--- config.mk ---
export PLATFORM = sky130hd
export DESIGN_NAME = sck_clock_div
export DESIGN_NICKNAME = d
export VERILOG_FILES = /design/src/rtl/sck_div_pkg.sv /design/src/rtl/sck_div_cfg.sv /design/src/rtl/sck_div_prescale.sv /design/src/rtl/sck_div_post.sv /design/src/rtl/sck_clock_div.sv
export SDC_FILE = /design/constraint.sdc
export NUM_CORES = 1
export LEC_CHECK = 0
export BUFFER_PORTS_ARGS = -buffer_cell sky130_fd_sc_hd__buf_2
export CORE_AREA = 3 3 44 46
export DETAILED_ROUTE_END_ITERATION = 8
export DIE_AREA = 0 0 47 49
export PLACE_DENSITY = 0.83
export SLEW_MARGIN = 20
export SYNTH_ARGS = -nofsm -noshare
export SYNTH_HDL_FRONTEND = slang
export SYNTH_SLANG_ARGS = --single-unit
--- constraint.sdc ---
create_clock -name clk_i -period 2.69 [get_ports clk_i]
set_clock_uncertainty 0.05 [all_clocks]
set_input_delay 0.538 -clock clk_i [delete_from_list [all_inputs] [get_ports clk_i]]
set_output_delay 0.538 -clock clk_i [all_outputs]
set_load 0.01 [all_outputs]
--- src/rtl/sck_div_pkg.sv ---
package sck_div_pkg;
  localparam int PRE_IDX_W = 2;
  localparam int FIELD_W   = 2;
  localparam int PRE_CNT_W = 4;
  localparam int POST_CNT_W = 3;

  typedef logic [PRE_IDX_W-1:0] pre_idx_t;
  typedef logic [FIELD_W-1:0]   field_t;

  function automatic logic [PRE_CNT_W-1:0] pre_ratio(input pre_idx_t idx);
    case (idx)
      2'd0:    pre_ratio = 4'd2;
      2'd1:    pre_ratio = 4'd4;
      2'd2:    pre_ratio = 4'd7;
      default: pre_ratio = 4'd10;
    endcase
  endfunction

  // half of the second-stage ratio, counted in prescaler ticks
  function automatic logic [POST_CNT_W-1:0] post_half(input field_t code);
    case (code)
      2'd0:    post_half = 3'd1;
      2'd1:    post_half = 3'd2;
      default: post_half = 3'd4;
    endcase
  endfunction
endpackage

--- src/rtl/sck_div_cfg.sv ---
module sck_div_cfg
  import sck_div_pkg::*;
#(
  parameter int NUM_CS = 4,
  parameter int CS_W   = $clog2(NUM_CS)
) (
  input  logic                      clk_i,
  input  logic                      rst_ni,
  input  logic                      hold_i,
  input  pre_idx_t                  pre_sel_i,
  input  logic [CS_W-1:0]           cs_sel_i,
  input  logic [FIELD_W*NUM_CS-1:0] cs_div_i,
  output pre_idx_t                  pre_q_o,
  output field_t                    div_q_o
);
  field_t fld [NUM_CS];

  for (genvar k = 0; k < NUM_CS; k++) begin : g_fld
    assign fld[k] = cs_div_i[k*FIELD_W +: FIELD_W];
  end

  // capture only at safe points: no transfer running
  always_ff @(posedge clk_i or negedge rst_ni) begin
    if (!rst_ni) begin
      pre_q_o <= '0;
      div_q_o <= '0;
    end else if (!hold_i) begin
      pre_q_o <= pre_sel_i;
      div_q_o <= fld[cs_sel_i];
    end
  end
endmodule

--- src/rtl/sck_div_prescale.sv ---
module sck_div_prescale
  import sck_div_pkg::*;
(
  input  logic     clk_i,
  input  logic     rst_ni,
  input  logic     run_i,
  input  pre_idx_t sel_i,
  output logic     tick_o
);
  logic [PRE_CNT_W-1:0] cnt_q;
  logic [PRE_CNT_W-1:0] last;

  assign last   = pre_ratio(sel_i) - 4'd1;
  assign tick_o = run_i && (cnt_q == last);

  always_ff @(posedge clk_i or negedge rst_ni) begin
    if (!rst_ni)               cnt_q <= '0;
    else if (!run_i || tick_o) cnt_q <= '0;
    else                       cnt_q <= cnt_q + 4'd1;
  end
endmodule

--- src/rtl/sck_div_post.sv ---
module sck_div_post
  import sck_div_pkg::*;
(
  input  logic   clk_i,
  input  logic   rst_ni,
  input  logic   run_i,
  input  logic   tick_i,
  input  field_t code_i,
  input  logic   idle_lvl_i,
  output logic   sck_o,
  output logic   edge_o
);
  logic [POST_CNT_W-1:0] cnt_q;
  logic [POST_CNT_W-1:0] last;
  logic                  wrap;

  assign last = post_half(code_i) - 3'd1;
  assign wrap = tick_i && (cnt_q == last);

  always_ff @(posedge clk_i or negedge rst_ni) begin
    if (!rst_ni) begin
      cnt_q  <= '0;
      sck_o  <= 1'b0;
      edge_o <= 1'b0;
    end else if (!run_i) begin
      cnt_q  <= '0;
      sck_o  <= idle_lvl_i;
      edge_o <= 1'b0;
    end else begin
      edge_o <= wrap;
      if (tick_i) cnt_q <= wrap ? '0 : cnt_q + 3'd1;
      if (wrap)   sck_o <= ~sck_o;
    end
  end
endmodule

--- src/rtl/sck_clock_div.sv ---
module sck_clock_div
  import sck_div_pkg::*;
#(
  parameter int NUM_CS = 4,
  parameter int CS_W   = $clog2(NUM_CS)
) (
  input  logic                      clk_i,
  input  logic                      rst_ni,
  input  logic                      enable_i,
  input  logic                      run_i,
  input  logic [PRE_IDX_W-1:0]      pre_sel_i,
  input  logic [CS_W-1:0]           cs_sel_i,
  input  logic [FIELD_W*NUM_CS-1:0] cs_div_i,
  input  logic                      cpol_i,
  output logic                      sck_o,
  output logic                      sck_edge_o
);
  logic     active;
  logic     tick;
  pre_idx_t pre_q;
  field_t   div_q;

  assign active = run_i && enable_i;

  sck_div_cfg #(.NUM_CS(NUM_CS), .CS_W(CS_W)) u_cfg (
    .clk_i    (clk_i),
    .rst_ni   (rst_ni),
    .hold_i   (active),
    .pre_sel_i(pre_sel_i),
    .cs_sel_i (cs_sel_i),
    .cs_div_i (cs_div_i),
    .pre_q_o  (pre_q),
    .div_q_o  (div_q)
  );

  sck_div_prescale u_pre (
    .clk_i (clk_i),
    .rst_ni(rst_ni),
    .run_i (active),
    .sel_i (pre_q),
    .tick_o(tick)
  );

  sck_div_post u_post (
    .clk_i     (clk_i),
    .rst_ni    (rst_ni),
    .run_i     (active),
    .tick_i    (tick),
    .code_i    (div_q),
    .idle_lvl_i(cpol_i),
    .sck_o     (sck_o),
    .edge_o    (sck_edge_o)
  );
endmodule

==> results of run 1 <==
==> synth_stat cells <==
master / instances / area share
a211oi_1: 1 / 0.0098
nand3_2: 1 / 0.013
nand4_1: 1 / 0.0081
or4_1: 1 / 0.0098
a31oi_1: 1 / 0.0081
mux4_2: 2 / 0.059
or3b_1: 1 / 0.011
mux2_1: 1 / 0.015
nand2b_1: 1 / 0.0081
dfrtp_1: 13 / 0.42
nand4bb_1: 1 / 0.015
and3_1: 1 / 0.0081
or2_2: 1 / 0.0081
a2111o_1: 1 / 0.015
xnor2_1: 4 / 0.046
a21oi_1: 2 / 0.013
mux2_2: 2 / 0.029
ha_1: 6 / 0.098
buf_2: 1 / 0.0065
o21ai_1: 1 / 0.0065
nor2_1: 4 / 0.020
xor2_1: 5 / 0.057
buf_1: 1 / 0.0049
nand2_1: 5 / 0.024
nor2b_1: 1 / 0.0081
a22oi_1: 1 / 0.0098
nand3_1: 3 / 0.020
nand4b_1: 3 / 0.034
inv_1: 3 / 0.015
==> sequential cells by signal (all words and copies together) (netlist names) <==
name	count
u_cfg.div_q_o	2
u_cfg.pre_q_o	2
u_post.cnt_q	3
u_post.edge_o	1
u_post.sck_o	1
u_pre.cnt_q	4
==> per-layer routing <==
metal,up-vias,routed length (microns)
met5,-,0
met4,0,23
met3,2,97
met2,21,630
met1,261,602
li1,290,-
==> stage by stage <==
| stage | instance area, sq um | setup slack [ns] | util | instances | hold slack [ns] |
|---|---|---|---|---|---|
| 3_5_place_dp | 871 | 0.308 | 0.565 | 101 | 0.386 |
| 4_1_cts | 898 | 0.277 | 0.583 | 105 | 0.0758 |
| 2_1_floorplan | 769 | 0.413 | - | 69 | 0.192 |
| 3_3_place_gp | 871 | 0.355 | 0.565 | 101 | 0.383 |
| 5_1_grt | 898 | 0.192 | 0.583 | 105 | 0.0755 |
| 6_report | 898 | 0.278 | 0.583 | 105 | 0.0752 |
==> placed cells by master (no fill, tap or decap), types with 2 or more instances in the layout <==
| master | n |
|---|---|
| buf_2 | 18 |
| dfrtp_1 | 13 |
| ha_1 | 6 |
| xor2_1 | 5 |
| nand2_1 | 5 |
| xnor2_1 | 4 |
| nor2_1 | 4 |
| nand3_1 | 3 |
| inv_1 | 3 |
| nand4b_1 | 3 |
| clkbuf_4 | 3 |
| a21oi_1 | 2 |
| mux4_2 | 2 |
| mux2_2 | 2 |
==> final timing paths <==
path                                       start               end  slack [ns]  cells after the start
min in group clk_i                  pre_sel_i[0]  u_cfg.pre_q_o[0]        0.42                      3
max in group asynchronous                 rst_ni   u_post.cnt_q[0]        2.29                      1
worst min-delay path                      rst_ni    u_pre.cnt_q[3]        0.08                      1
worst max register to register  u_cfg.div_q_o[1]      u_post.sck_o        0.28                      6
worst max-delay path            u_cfg.div_q_o[1]      u_post.sck_o        0.28                      6
worst min register to register    u_pre.cnt_q[0]    u_pre.cnt_q[0]        0.47                      1
==> power groups by stage <==
| stage | sequential, uW | combinational, uW | clock, uW |
|---|---|---|---|
| after CTS | 217 | 87.0 | 122 |
| after floorplan | 220 | 58.8 | 0 |
| after global routing | 220 | 97.4 | 134 |
| final | 217 | 85.8 | 118 |
| after global placement | 220 | 81.7 | 0 |
| after detailed placement | 221 | 86.4 | 0 |
==> cells by family after synthesis <==
family	count (synthesis)
adders and majority gates	6
DFF	13
and+or+nand+nor	24
buffers and inverters	5
muxes	5
AOI/OAI and AO/OA	7
xor gates and xnor gates	9
==> area by class of cell <==
cell class | count | share of cell area
clock buffers | 3 | 0.0251
well taps | 16 | 0.0223
repair buffers | 18 | 0.100
flip-flops and latches | 13 | 0.362
inverters | 3 | 0.0125
multi-input cells | 51 | 0.472
clock inverters | 1 | 0.00557
==> critical path: cells and delay by family, from the launching register on <==
kind / cells / cell delay (ns)
adder cells (fa/ha/maj): 1 / 0.30
flip-flops: 1 / 0.41
XOR/XNOR: 1 / 0.13
AO/OA/AOI/OAI: 1 / 0.43
AND/OR/NAND/NOR: 3 / 1.03
==> impl_metrics.py, run 1 <==
metrics = {
    "finish": {
        "drive_above_1_share": 0.315,
        "finalNetCount": 113,
        "multi_input_area_sq_um": 424,
        "seqCellArea_sq_um": 325,
        "area_growth_pct": 16.7,
        "fillCellCount": 133,
        "antennaDiodeCount": 0,
    },
    "sta": {
        "finalCritPeriodShare": 0.897,
        "setup_tns_ns": 0,
        "min_period_ns": 2.41,
        "maxSlewViolCount": 0,
        "setup_viol": 0,
        "fmax_mhz": 415,
        "tightest_slew_ns": 0.399,
        "finalHoldViolCount": 0,
        "rsz0062_at_grt": "no",
        "relSlewSlack": 0.733,
    },
    "setup_path": {
        "required_ns": 2.86,
        "crit_path_end_kind": "register",
        "crit_chain": "or2_2 > ha_1 > xnor2_1 > or4_1 > a2111o_1 > nand3_2",
        "worstPathArrival_ns": 2.58,
        "slowest_stage": "or4_1",
        "critical_path.max_stage_delay_ns": 0.65,
        "critical_path_peak_fanout": 7,
        "startpoint_type": "register",
        "path_class": "register to register",
    },
    "global_routing": {
        "grt_antenna_before_repair": 0,
        "grt_pass1_vias": 620,
        "use_met3": 0.0627,
        "grtUsageMet1": 0.181,
        "track_usage": 0.150,
        "busiest_layer": "met2",
        "grt_pass1_wl_microns": 2470,
        "grt_max_degree": 14,
        "met2_usage": 0.226,
        "overflow": 0,
    },
    "floorplan": {
        "start_util": 0.499,
        "die_h_microns": 49,
        "pin_count": 19,
        "rows": 14,
        "core_sq_um": 1540,
        "die_area_sq_um": 2300,
        "fp.dieW_microns": 47,
    },
    "yosys": {
        "synth_compound_area_frac": 0.0618,
        "synth_cells": 69,
        "ys_types": 29,
        "synth_adder_area_share": 0.0976,
        "synth.avg_cell_area_sq_um": 11.2,
        "synth_fp_nets": 92,
        "synth.cell_area_sq_um": 769,
        "synth_warnings": 0,
        "synth.area.mux_share": 0.102,
        "synth_top_family_by_area": "simple AND/OR/NAND/NOR gates",
        "seq_area_frac_synth": 0.423,
        "synth_xor_area_frac": 0.102,
        "synth-seq-cells": 13,
        "yosys.area_share.simple": 0.187,
    },
    "power": {
        "cellPowerDensity_nw_per_um2": 469,
        "vdd_drop_max_uv": 343,
        "swShare": 0.273,
        "netSwitchingPower_uw": 115,
        "seq_power_share": 0.516,
        "comb_power_share": 0.204,
        "leakage_uw": 0.000429,
        "internal-power_uw": 306,
        "p_clk_frac": 0.280,
        "finalPower_uw": 421,
    },
    "route": {
        "wl_per_cell_microns": 12.9,
        "drt_iter0_drc": 1,
        "route.detailed.drc": 0,
        "first_pass_iters": 2,
        "via_count": 574,
        "ant_nets": 0,
        "wirelength_microns": 1350,
        "viasPerCell": 5.47,
    },
    "clock_network": {
        "cts_made_buffers": 3,
        "cts.sinks": 13,
        "cts_hold_buf": 0,
        "post_cts_resize_count": 0,
        "htree_num_levels": 1,
        "clk_latency_ns": 0.28,
        "post-cts-setup-buffers": 0,
        "cts_buffer_depth": 2,
        "cts_tree": "built",
        "path_clk_slew_ns": 0.08,
        "root_buffer": "clkbuf_4",
    },
    "flow_run": {
        "maxCapViolCount": 0,
    },
    "status": {
        "status": "complete, no violations",
    },
    "placement": {
        "io_buffer_count": 18,
        "dpl.hpwl_microns": 1070,
        "gp_congestion": 0.714,
    },
    "min_path": {
        "hold_class": "input port to asynchronous set/reset pin",
    },
}
Note: power is estimated with default switching activity, not from simulation.
==> run 2, diff against run 1 <==
Settings changed: CORE_AREA 3 3 44 46 to 3 3 46 48, DIE_AREA 0 0 47 49 to 0 0 49 51, PLACE_DENSITY 0.83 to 0.77.
Clock period 2.69 ns to 2.45 ns, I/O delays scaled along.
==> impl_metrics.py, run 2 (synthesis gave the netlist of run 1 again) <==
metrics = {
    "min_path": {
        "hold_class": "input port to asynchronous set/reset pin",
    },
    "floorplan": {
        "fp.dieW_microns": 49,
        "pin_count": 19,
        "core_sq_um": 1750,
        "die_h_microns": 51,
        "rows": 15,
        "start_util": 0.441,
        "die_area_sq_um": 2500,
    },
    "clock_network": {
        "cts_buffer_depth": 2,
        "post-cts-setup-buffers": 0,
        "post_cts_resize_count": 0,
        "cts.sinks": 13,
        "cts_tree": "built",
        "root_buffer": "clkbuf_4",
        "clk_latency_ns": 0.28,
        "cts_made_buffers": 3,
        "htree_num_levels": 1,
        "path_clk_slew_ns": 0.08,
        "cts_hold_buf": 0,
    },
    "sta": {
        "rsz0062_at_grt": "no",
        "setup_tns_ns": 0,
        "min_period_ns": 2.26,
        "setup_slack_ns": 0.187,
        "setup_viol": 0,
        "finalCritPeriodShare": 0.924,
        "tightest_slew_ns": 0.400,
        "finalHoldViolCount": 0,
        "fmax_mhz": 442,
        "relSlewSlack": 0.732,
        "maxSlewViolCount": 0,
    },
    "finish": {
        "fillCellCount": 168,
        "largest_reg_flops": 4,
        "finalNetCount": 115,
        "top_regs": "u_pre.cnt_q: 4 flops, u_post.cnt_q: 3 flops",
        "layout_commonest_cell": "buf_2",
        "antennaDiodeCount": 0,
        "drive_above_1_share": 0.319,
        "regMostFlops": "u_pre.cnt_q",
        "area_growth_pct": 20.0,
        "mostFrequentLayoutCells": "buf_2, dfrtp_1, ha_1",
    },
    "route": {
        "route.detailed.drc": 0,
        "wirelength_microns": 1510,
        "first_pass_iters": 4,
        "ant_nets": 0,
        "drt_iter0_drc": 5,
        "via_count": 593,
        "wl_per_cell_microns": 13.0,
        "viasPerCell": 5.11,
    },
    "placement": {
        "io_buffer_count": 18,
        "gp_congestion": 0.710,
        "dpl.hpwl_microns": 1180,
        "pre_cts_ws_ns": 0.198,
    },
    "global_routing": {
        "grt_pass1_vias": 581,
        "grt_pass1_wl_microns": 2590,
        "grt_max_degree": 14,
        "overflow": 0,
        "grt_antenna_before_repair": 0,
        "track_usage": 0.140,
    },
    "setup_path": {
        "slowest_stage": "or4_1",
        "cp_top_family": "simple AND/OR/NAND/NOR gates",
        "path_class": "register to register",
        "crit_chain": "or2_2 > ha_1 > xnor2_1 > or4_1 > a2111o_1 > nand3_2",
        "path_buf_inv": 0,
        "critical_path.max_stage_delay_ns": 0.53,
        "required_ns": 2.62,
        "crit_path_end_kind": "register",
        "startpoint_type": "register",
        "worstPathArrival_ns": 2.43,
        "critical_path_peak_fanout": 5,
        "rrSetupSlack_ns": 0.19,
    },
    "power": {
        "leakage_uw": 0.000434,
        "p_clk_frac": 0.288,
        "swShare": 0.277,
        "vdd_drop_max_uv": 256,
        "seq_power_share": 0.509,
        "internal-power_uw": 340,
        "netSwitchingPower_uw": 131,
        "comb_power_share": 0.203,
        "cellPowerDensity_nw_per_um2": 510,
    },
    "flow_run": {
        "maxCapViolCount": 0,
    },
    "status": {
        "status": "complete, no violations",
    },
}
-- run 2: worst paths after layout --
kind | end | startpoint | cells past startpoint
worst max-delay path | u_post.sck_o | u_cfg.div_q_o[1] | 6
worst min-delay path | u_cfg.pre_q_o[0] | rst_ni | 1
worst max register to register | u_post.sck_o | u_cfg.div_q_o[1] | 6
worst min register to register | u_pre.cnt_q[0] | u_pre.cnt_q[0] | 1
max in group asynchronous | u_post.cnt_q[0] | rst_ni | 1
min in group clk_i | u_cfg.pre_q_o[0] | pre_sel_i[0] | 3
-- run 2: worst reg2reg max path, stage by stage (launching register included) --
cell and delay (ns):
dfrtp_1 0.41, or2_2 0.30, ha_1 0.31, xnor2_1 0.13, or4_1 0.53, a2111o_1 0.39
nand3_2 0.07
-- run 2: cell type report --
| type | count | area [sq um] | area share |
|---|---|---|---|
| tap | 25 | 31.3 | 0.0339 |
| sequential | 13 | 325 | 0.352 |
| clock buffer | 4 | 26.3 | 0.0285 |
| inverter | 3 | 11.3 | 0.0122 |
| multi-input combinational | 51 | 424 | 0.459 |
| timing repair buffer | 20 | 105 | 0.114 |
-- run 2: layer usage --
layer | global-route usage | vias to the layer above | part of all wire
met5 | 0 | - | 0
met4 | 0.0853 | 0 | 0.019
met3 | 0.0292 | 4 | 0.040
met2 | 0.238 | 20 | 0.49
met1 | 0.163 | 277 | 0.45
li1 | - | 292 | -
-- run 2: power groups by stage --
stage,registers (uW),clock network (uW),logic (uW)
finish,240,135,95.6
global route,241,155,106
CTS,240,144,96.8
detailed placement,244,0,96.7
global placement,242,0,92.5
floorplan,241,0,64.6
-- run 2: through the flow --
stage | hold WS [ns] | std cells | power (uW) | area [sq um] | utilization
after floorplan | 0.144 | 69 | 306 | 769 | -
after global placement | 0.339 | 112 | 335 | 897 | 0.514
after detailed placement | 0.346 | 112 | 340 | 897 | 0.514
after CTS | 0.0298 | 116 | 480 | 923 | 0.529
after global routing | 0.0381 | 116 | 503 | 923 | 0.529
final | 0.0312 | 116 | 471 | 923 | 0.529
